$ cat src/rtl/mapper_pkg.sv
// Package: types shared by the mapper blocks.
// Assumes: one window code per CPU address; the codes never overlap.
package mapper_pkg;

    typedef enum logic [2:0] {
        WIN_NONE  = 3'd0,
        WIN_IO    = 3'd1,
        WIN_FIX4K = 3'd2,
        WIN_FIX8K = 3'd3,
        WIN_SWAP  = 3'd4
    } win_e;

endpackage

$ cat src/rtl/mapper_win_decode.sv
// Module: sorts a CPU address into one of the mapper windows.
// Assumes: the three ROM windows sit at fixed CPU addresses ($5000, $6000,
// $8000); only the forced-read I/O range is set by parameters.
module mapper_win_decode
    import mapper_pkg::*;
#(
    parameter logic [15:0] IO_LO = 16'h4042,
    parameter logic [15:0] IO_HI = 16'h4055
) (
    input  logic [15:0] addr,
    output win_e        win
);

    // Priority decode; the windows do not overlap, so the order only sets depth.
    always_comb begin
        if (addr[15])
            win = WIN_SWAP;
        else if (addr[15:13] == 3'b011)
            win = WIN_FIX8K;
        else if (addr[15:12] == 4'h5)
            win = WIN_FIX4K;
        else if (addr >= IO_LO && addr <= IO_HI)
            win = WIN_IO;
        else
            win = WIN_NONE;
    end

endmodule

$ cat src/rtl/mapper_rom_xlate.sv
// Module: turns a window code and CPU offset into a ROM byte address.
// Assumes: ROM size is a power of two (2^ROM_ADDR_W); offsets past it wrap.
module mapper_rom_xlate
    import mapper_pkg::*;
#(
    parameter int ROM_ADDR_W = 17,
    parameter int BANK_W     = 1,
    parameter int FIX4K_BANK = 17,
    parameter int FIX8K_BANK = 9
) (
    input  win_e                  win,
    input  logic [14:0]           offs,
    input  logic [BANK_W-1:0]     bank,
    output logic [ROM_ADDR_W-1:0] rom_addr
);

    localparam int SWAP_SHIFT = 15;
    localparam logic [ROM_ADDR_W-1:0] BASE4K = ROM_ADDR_W'(FIX4K_BANK * 4096);
    localparam logic [ROM_ADDR_W-1:0] BASE8K = ROM_ADDR_W'(FIX8K_BANK * 8192);

    // Select the window base and add the in-window offset, truncating to ROM size.
    always_comb begin
        unique case (win)
            WIN_SWAP:  rom_addr = ROM_ADDR_W'({bank, offs[SWAP_SHIFT-1:0]});
            WIN_FIX4K: rom_addr = BASE4K + ROM_ADDR_W'(offs[11:0]);
            WIN_FIX8K: rom_addr = BASE8K + ROM_ADDR_W'(offs[12:0]);
            default:   rom_addr = '0;
        endcase
    end

endmodule

$ cat src/rtl/mapper_cycle_timer.sv
// Module: CPU-cycle counter with a level interrupt at a threshold.
// Assumes: tick is high for one clock per CPU cycle; a control write
// always lands on a tick and takes priority over the count.
module mapper_cycle_timer #(
    parameter int CNT_W     = 32,
    parameter int IRQ_LIMIT = 4096
) (
    input  logic             clk,
    input  logic             rst_n,
    input  logic             tick,
    input  logic             ctrl_wr,
    input  logic             ctrl_en,
    output logic [CNT_W-1:0] cnt,
    output logic             cnt_en,
    output logic             irq
);

    localparam logic [CNT_W-1:0] LIMIT = CNT_W'(IRQ_LIMIT);

    // Enable flag: loaded by each control write, cleared by reset.
    always_ff @(posedge clk) begin
        if (!rst_n)
            cnt_en <= 1'b0;
        else if (ctrl_wr)
            cnt_en <= ctrl_en;
    end

    // Counter: restart on a control write, else step on enabled ticks.
    always_ff @(posedge clk) begin
        if (!rst_n)
            cnt <= '0;
        else if (ctrl_wr)
            cnt <= '0;
        else if (cnt_en && tick)
            cnt <= cnt + 1'b1;
    end

    // Interrupt level from the registered state.
    assign irq = cnt_en && (cnt >= LIMIT);

endmodule

$ cat src/rtl/prg_bank_mapper.sv
// Module: cartridge PRG mapper top. It decodes the CPU address into ROM
// windows, holds the 32 KiB bank select and owns the cycle interrupt timer.
// Assumes: cpu_rw and cpu_addr are stable during the clock with
// cpu_cycle_en high; reads need no enable because they hold no state.
module prg_bank_mapper
    import mapper_pkg::*;
#(
    parameter int          ROM_ADDR_W = 17,
    parameter int          BANK_W     = 1,
    parameter int          CNT_W      = 32,
    parameter int          IRQ_LIMIT  = 4096,
    parameter int          FIX4K_BANK = 17,
    parameter int          FIX8K_BANK = 9,
    parameter logic [15:0] BANK_ADDR  = 16'h4022,
    parameter logic [15:0] CTRL_ADDR  = 16'h4122,
    parameter logic [15:0] IO_LO      = 16'h4042,
    parameter logic [15:0] IO_HI      = 16'h4055
) (
    input  logic                  clk,
    input  logic                  rst_n,
    input  logic [15:0]           cpu_addr,
    input  logic                  cpu_rw,
    input  logic [7:0]            cpu_wdata,
    input  logic                  cpu_cycle_en,
    output logic [ROM_ADDR_W-1:0] rom_addr,
    output logic                  bus_drive,
    output logic [7:0]            forced_data,
    output logic                  irq_out
);

    win_e              win;
    logic              wr_cycle;
    logic              bank_wr;
    logic              ctrl_wr;
    logic [BANK_W-1:0] bank_q;
    logic [CNT_W-1:0]  cnt;
    logic              cnt_en;
    logic              wdata_unused;

    // Upper data bits carry no state.
    assign wdata_unused = ^cpu_wdata;

    // Register strobes: full 16-bit match on a qualified write cycle.
    assign wr_cycle = cpu_cycle_en && !cpu_rw;
    assign bank_wr  = wr_cycle && (cpu_addr == BANK_ADDR);
    assign ctrl_wr  = wr_cycle && (cpu_addr == CTRL_ADDR);

    // Bank select register for the switchable 32 KiB window.
    always_ff @(posedge clk) begin
        if (!rst_n)
            bank_q <= '0;
        else if (bank_wr)
            bank_q <= cpu_wdata[BANK_W-1:0];
    end

    mapper_win_decode #(
        .IO_LO (IO_LO),
        .IO_HI (IO_HI)
    ) u_decode (
        .addr (cpu_addr),
        .win  (win)
    );

    mapper_rom_xlate #(
        .ROM_ADDR_W (ROM_ADDR_W),
        .BANK_W     (BANK_W),
        .FIX4K_BANK (FIX4K_BANK),
        .FIX8K_BANK (FIX8K_BANK)
    ) u_xlate (
        .win      (win),
        .offs     (cpu_addr[14:0]),
        .bank     (bank_q),
        .rom_addr (rom_addr)
    );

    mapper_cycle_timer #(
        .CNT_W     (CNT_W),
        .IRQ_LIMIT (IRQ_LIMIT)
    ) u_timer (
        .clk     (clk),
        .rst_n   (rst_n),
        .tick    (cpu_cycle_en),
        .ctrl_wr (ctrl_wr),
        .ctrl_en (cpu_wdata[0]),
        .cnt     (cnt),
        .cnt_en  (cnt_en),
        .irq     (irq_out)
    );

    // Bus drive: any read that lands in a decoded window.
    assign bus_drive   = cpu_rw && (win != WIN_NONE);
    assign forced_data = (win == WIN_IO) ? 8'hFF : 8'h00;

endmodule

$ cat config.mk
export PLATFORM = sky130hd
export DESIGN_NAME = prg_bank_mapper
export DESIGN_NICKNAME = d
export VERILOG_FILES = /design/src/rtl/mapper_pkg.sv /design/src/rtl/mapper_win_decode.sv /design/src/rtl/mapper_rom_xlate.sv /design/src/rtl/mapper_cycle_timer.sv /design/src/rtl/prg_bank_mapper.sv
export SDC_FILE = /design/constraint.sdc
export NUM_CORES = 1
export LEC_CHECK = 0
export ABC_AREA = 1
export BUFFER_PORTS_ARGS = -buffer_cell sky130_fd_sc_hd__buf_2
export CORE_MARGIN = 5
export CORE_UTILIZATION = 40
export DETAILED_ROUTE_END_ITERATION = 7
export PLACE_DENSITY = 0.65
export SLEW_MARGIN = 20
export SYNTH_ARGS = -nofsm -noshare
export SYNTH_HDL_FRONTEND = slang
export SYNTH_HIERARCHICAL = 1
export SYNTH_SLANG_ARGS = --single-unit
$ cat constraint.sdc
create_clock -name clk -period 2 [get_ports clk]
set_clock_uncertainty 0.1 [all_clocks]
set_input_delay 0.2 -clock clk [delete_from_list [all_inputs] [get_ports clk]]
set_output_delay 0.2 -clock clk [all_outputs]
set_load 0.05 [all_outputs]
Word level (Yosys, flattened, before mapping)
Cells that the tools add are included.

cells by class
  add/sub/neg operators = 3
  $mul = 0
  divide/modulo/power cells = 0
  order comparisons = 3
  equal/unequal tests = 8
  shifts and indexed selects = 0
  multiplexer cells = 6
  bitwise operators = 1
  reductions and logical operators = 10

operator list
  kind                    count
  $pmux 17 s3             1
  $add 32x1->32 const B   1
  $eq 16x15->1 const B    2
  $ge 32x13->1 const B    1
  $add 17x12->17 const A  1
  $add 17x13->17 const A  1
  $ge 16x15->1 const B    1
  $le 16x15->1 const B    1
  $eq 3x2->1 const B      3
  $mux 3                  3
  $mux 8                  1
  $logic_and 1x1->1       7
  $eq 4x3->1 const B      1
  $eq 3x1->1 const B      1
  $eq 3x3->1 const B      1
  $reduce_bool 3->1       1
  $reduce_or 2->1         1
  $logic_not 1->1         1
  $mux 1                  1
  $not 1->1               1

storage, ports and cells
  register bits after elaboration = 34
  latch bits = 0
  bits in writable memories = 0
  memory bits (read-only) = 0
  output and inout port bits = 27
  word-level logic and storage cells = 34
  memories kept = 0

Longest topological paths before layout
  depth in word-level cells = 8
  depth in mapped cells = 10

Hierarchy
Netlist, hierarchy kept.

modules (own cells, without submodules)
  module              times used  cells an instance  area an instance (µm²)
  mapper_cycle_timer  1           274                1826.8
  mapper_rom_xlate    1           30                 237.7
  prg_bank_mapper     1           38                 207.7
  mapper_win_decode   1           33                 150.1

Worst setup path after synthesis
OpenSTA, ideal clock, no wires.

  path kind = input to output
  from = input port cpu_addr[15]
  to = output port forced_data[1]
  arrival = 2.575 ns
  required time = 1.700 ns
  slack = -0.875 ns
  stages on the path = 8
  buffers on the path = 1
  path through = inv_2 > nand2_2 > nor2_2 > nand3_1 > o21bai_2 > inv_1 > nor3_1 > buf_4

between the ends
  longest elaborated chain between the ends = 8
  elaborated cells on any way between the ends = 11
  those cells by class = 2 x order compare; 3 x eq/ne; 5 x mux; 1 x reduce/logical

ends and longest elaborated chain
  item                                          line                     source
  start: declaration                            prg_bank_mapper.sv:21    input logic [15:0] cpu_addr,
  $ge 16x15->1 or $le 16x15->1 (tied branches)  mapper_win_decode.sv:22  else if (addr >= IO_LO && addr <= IO_HI)
  $logic_and 1x1->1                             mapper_win_decode.sv:22
  $mux 1                                        mapper_win_decode.sv:22
  $mux 3                                        mapper_win_decode.sv:20  else if (addr[15:12] == 4'h5)
  $mux 3                                        mapper_win_decode.sv:18  else if (addr[15:13] == 3'b011)
  $mux 3 (*)                                    mapper_win_decode.sv:16  if (addr[15])
  net win[0]                                    prg_bank_mapper.sv:31    win_e win;
  $eq 3x1->1 (*)                                prg_bank_mapper.sv:92    assign forced_data = (win == WIN_IO) ? 8'hFF : 8'h00;
  $mux 8 (*)                                    prg_bank_mapper.sv:92
  end: declaration                              prg_bank_mapper.sv:27    output logic [7:0] forced_data,

Mark *: on every way through the listed nets, which the timed path passes. The rest lies on a longest branch.

Worst setup path after layout
Ends and elaborated chain as after synthesis.

==> impl_results.md <==
* Status: finished, final reports clean
* Post-Route Utilization at between 40 and 50%
* Largest net degree at the start of global routing at 15
* DP Worst Slack at 87.1 ps
* Reg power frac at 43.3%
* Max-cap check violation count at 0
* CTS tree: yes
* RSZ-0062 raised after global routing: yes
* Crit path largest cell delay at 310 ps
* Synth top area share at 28.1%
* Layout cell share with drive strength beyond 1 at about a quarter
* Initial Util at about two fifths
* Final Cycle Share at 92.9%
* Overall Global Routing Usage at 15.2%
* Pint at 1.12 mW
* Clk sink count at 34
* Slowest CP cell: buf_2
* Overflow after GRT at 0
* Initial DRC count at 128
* Clock network power share at 40.4%
* Slew Viols, Final at 0
* Register area share after synthesis at between 20 and 30%
* Post-cts gate resize count at 0
* Highest clock rate at 538 MHz
* Initial antenna violation count at 0
* Lkg Pwr at 1.20 nW
* Htree depth at 2
* Port bufs at 47
* Core ar. at 5920 µm²
* Final WL at approximately 5400 µm
* CTS hold repair buffers at 0
* First-pass GRT wire length at 9430 µm
* Ant. Diodes at 0
* Detailed-route via count at 2354
* Main flop type after synthesis: dfxtp_1
* Crit path arrival time at ~1600 ps
* Synthesized area at 2420 µm²
* Routed len/inst at between 10 and 15 µm
* Post-synth EDFFs at 0
* Layout area overhead at 16.2%
* Crit Path Class: primary input to output port
* Synth Net Count at about 410
* Worst hold path class: primary input to flip-flop
* Sw frac at 28.4%
* Die area at 7710 µm²
* Number of global-route vias before repair at 2141
* Gpl congestion at between 0.8 and 0.9
* Final hold viol count at 0
* CTS root buffer: clkbuf_8
* Crit end category: output port
* Worst-Skew Late Latency at around 290 ps
* IO Pins at 55
* Startpoint types: primary input
* Die span in x at approximately 88 µm
* Clock transition at path regs at approximately 70 ps
* P_sw at roughly 440 µW
* Crit-path most repeated cell: buf_2
* Remaining antenna violation count at 0
* Maximum vdd drop at 0.320 mV
* Combinational share of power at 16.3%
* Critical path required time at 1700 ps
* Leading area contributor after synthesis: dfxtp_1
* Asr flop ratio synth at 0%
* Final nets at between 400 and 500
* Hold path cells at 3
* PwrDens at 555 nW/µm²
* Avg Cell Area, Syn at 6.46 µm²
* Die Y at 87.8 µm
* Dpl cells at 489
* DRC Markers at 0
* Final non-filler cell total at 497
* CTS Buf Count at 5
* # setup viols final at 0
* Yosys reg bits at 34
* Gate Count Post-Synth at 375
* Max FO, Critical Path at 8
* HPWL after detailed placement at 4320 µm
* Synth area leaders: dfxtp_1, nand2_1, nor2_1
* Minimum clock period at 1860 ps
* R2R cell count at 8
* Number of synthesis warnings at 6
* Count of cell types in the netlist at 35
* First-pass DRT Iterations at 4
* Clock tree buffer depth at 2
* Via density at ~4.7
* Slew headroom at 58.1%
* CP cell instances: buf_2 -> inv_2 -> nand2_2 -> nor2_2 -> nand3_1 -> o21bai_2 -> inv_1 -> nor3_4 -> buf_2
* Setup Buffers After CTS at 0
* Row cnt at 28
* Setup WS post-layout at about 140 ps
* Least-Margin Pin Slew at ~630 ps
-- path summary, 6_finish.rpt --
path | from | endpoint | slack [ps]
min reg2reg | u_timer/cnt[10] | u_timer/cnt[10] | 370
min | rst_n | bank_q | 50
max reg2reg | u_timer/cnt[0] | u_timer/cnt[28] | 370
max | cpu_addr[15] | forced_data[1] | 140
-- synth_stat cells, types with 3 or more instances --
cell      instances
nand4_1           8
inv_1            47
nor2_1           75
nand2_1          78
nor2_2            7
a21boi_2          9
buf_4             8
a21boi_0          3
nand3_2           3
nor2_4           10
dfxtp_1          34
a21oi_1          22
nand2_2           4
nor3_1            5
nand3b_1          3
nand3_1          21
inv_2             5
o21ai_0           8
-- layout make-up --
cell class	instances	area (µm²)
clock buffers	5	68.8
clock inverters	3	45.0
fillers	608	3110
inverters	52	195
multi-input cells	277	1470
flip-flops and latches	34	681
well taps	75	93.8
repair buffers	51	265
-- through the flow --
stage | TNS [ps] | cell area, µm² | hold slack [ps] | power, mW
CTS | 0 | 2810 | 45.7 | 1.58
detailed placement | 0 | 2700 | 355 | 0.948
global route | -48.6 | 2810 | 69.2 | 1.64
floorplan | -299 | 2430 | 220 | 0.887
global placement | 0 | 2700 | 349 | 0.946
finish | 0 | 2810 | 48.2 | 1.56
-- per-layer routing --
layer / vias to the layer above / global-route usage [%] / share of wire (%)
met1: 1022 / 19.8 / 47
met4: 0 / 4.74 / 1.0
met3: 6 / 3.86 / 7.1
li1: 1274 / - / -
met2: 52 / 24.5 / 45
met5: - / 0 / 0
-- power groups by stage --
stage	clock [mW]	sequential [mW]	combinational, mW
after global routing	0.691	0.676	0.276
after floorplan	0	0.692	0.195
after global placement	0	0.692	0.254
after detailed placement	0	0.692	0.256
final	0.632	0.676	0.255
after CTS	0.651	0.676	0.257
-- placed cells by master (no fill, tap or decap), types with 5 or more instances in the layout --
| master | synthesis | layout |
|---|---|---|
| nor2_2 | 7 | 7 |
| nand2_1 | 78 | 78 |
| nor2_1 | 75 | 75 |
| nand4_1 | 8 | 8 |
| clkbuf_8 | 0 | 5 |
| inv_1 | 47 | 47 |
| o21ai_0 | 8 | 8 |
| buf_2 | 2 | 47 |
| a21boi_2 | 9 | 9 |
| a21oi_1 | 22 | 22 |
| nand3_1 | 21 | 21 |
| inv_2 | 5 | 5 |
| dfxtp_1 | 34 | 34 |
| nor2_4 | 10 | 10 |
-- critical path: cells and delay by family --
| family | cells | cell delay, ps |
|---|---|---|
| buffers and inverters | 4 | 630 |
| and+or+nand+nor | 4 | 460 |
| AOI/OAI and AO/OA | 1 | 260 |
-- cells by family (layout without fill, tap and decap cells) --
| family | Yosys count | after routing | share of synthesized area, % |
|---|---|---|---|
| DFF | 34 | 34 | 28.1 |
| AOI/OAI and AO/OA | 49 | 49 | 13.5 |
| xor gates and xnor gates | 3 | 3 | 1.08 |
| buffers and inverters | 64 | 111 | 11.9 |
| adders and majority gates | 2 | 2 | 1.03 |
| and+or+nand+nor | 223 | 223 | 44.4 |
-- sequential cells by signal, indices dropped and copies added, names as in the netlist --
name,cells
u_timer/cnt_en,1
bank_q,1
u_timer/cnt,32
Power figures use the tool's default switching activity.
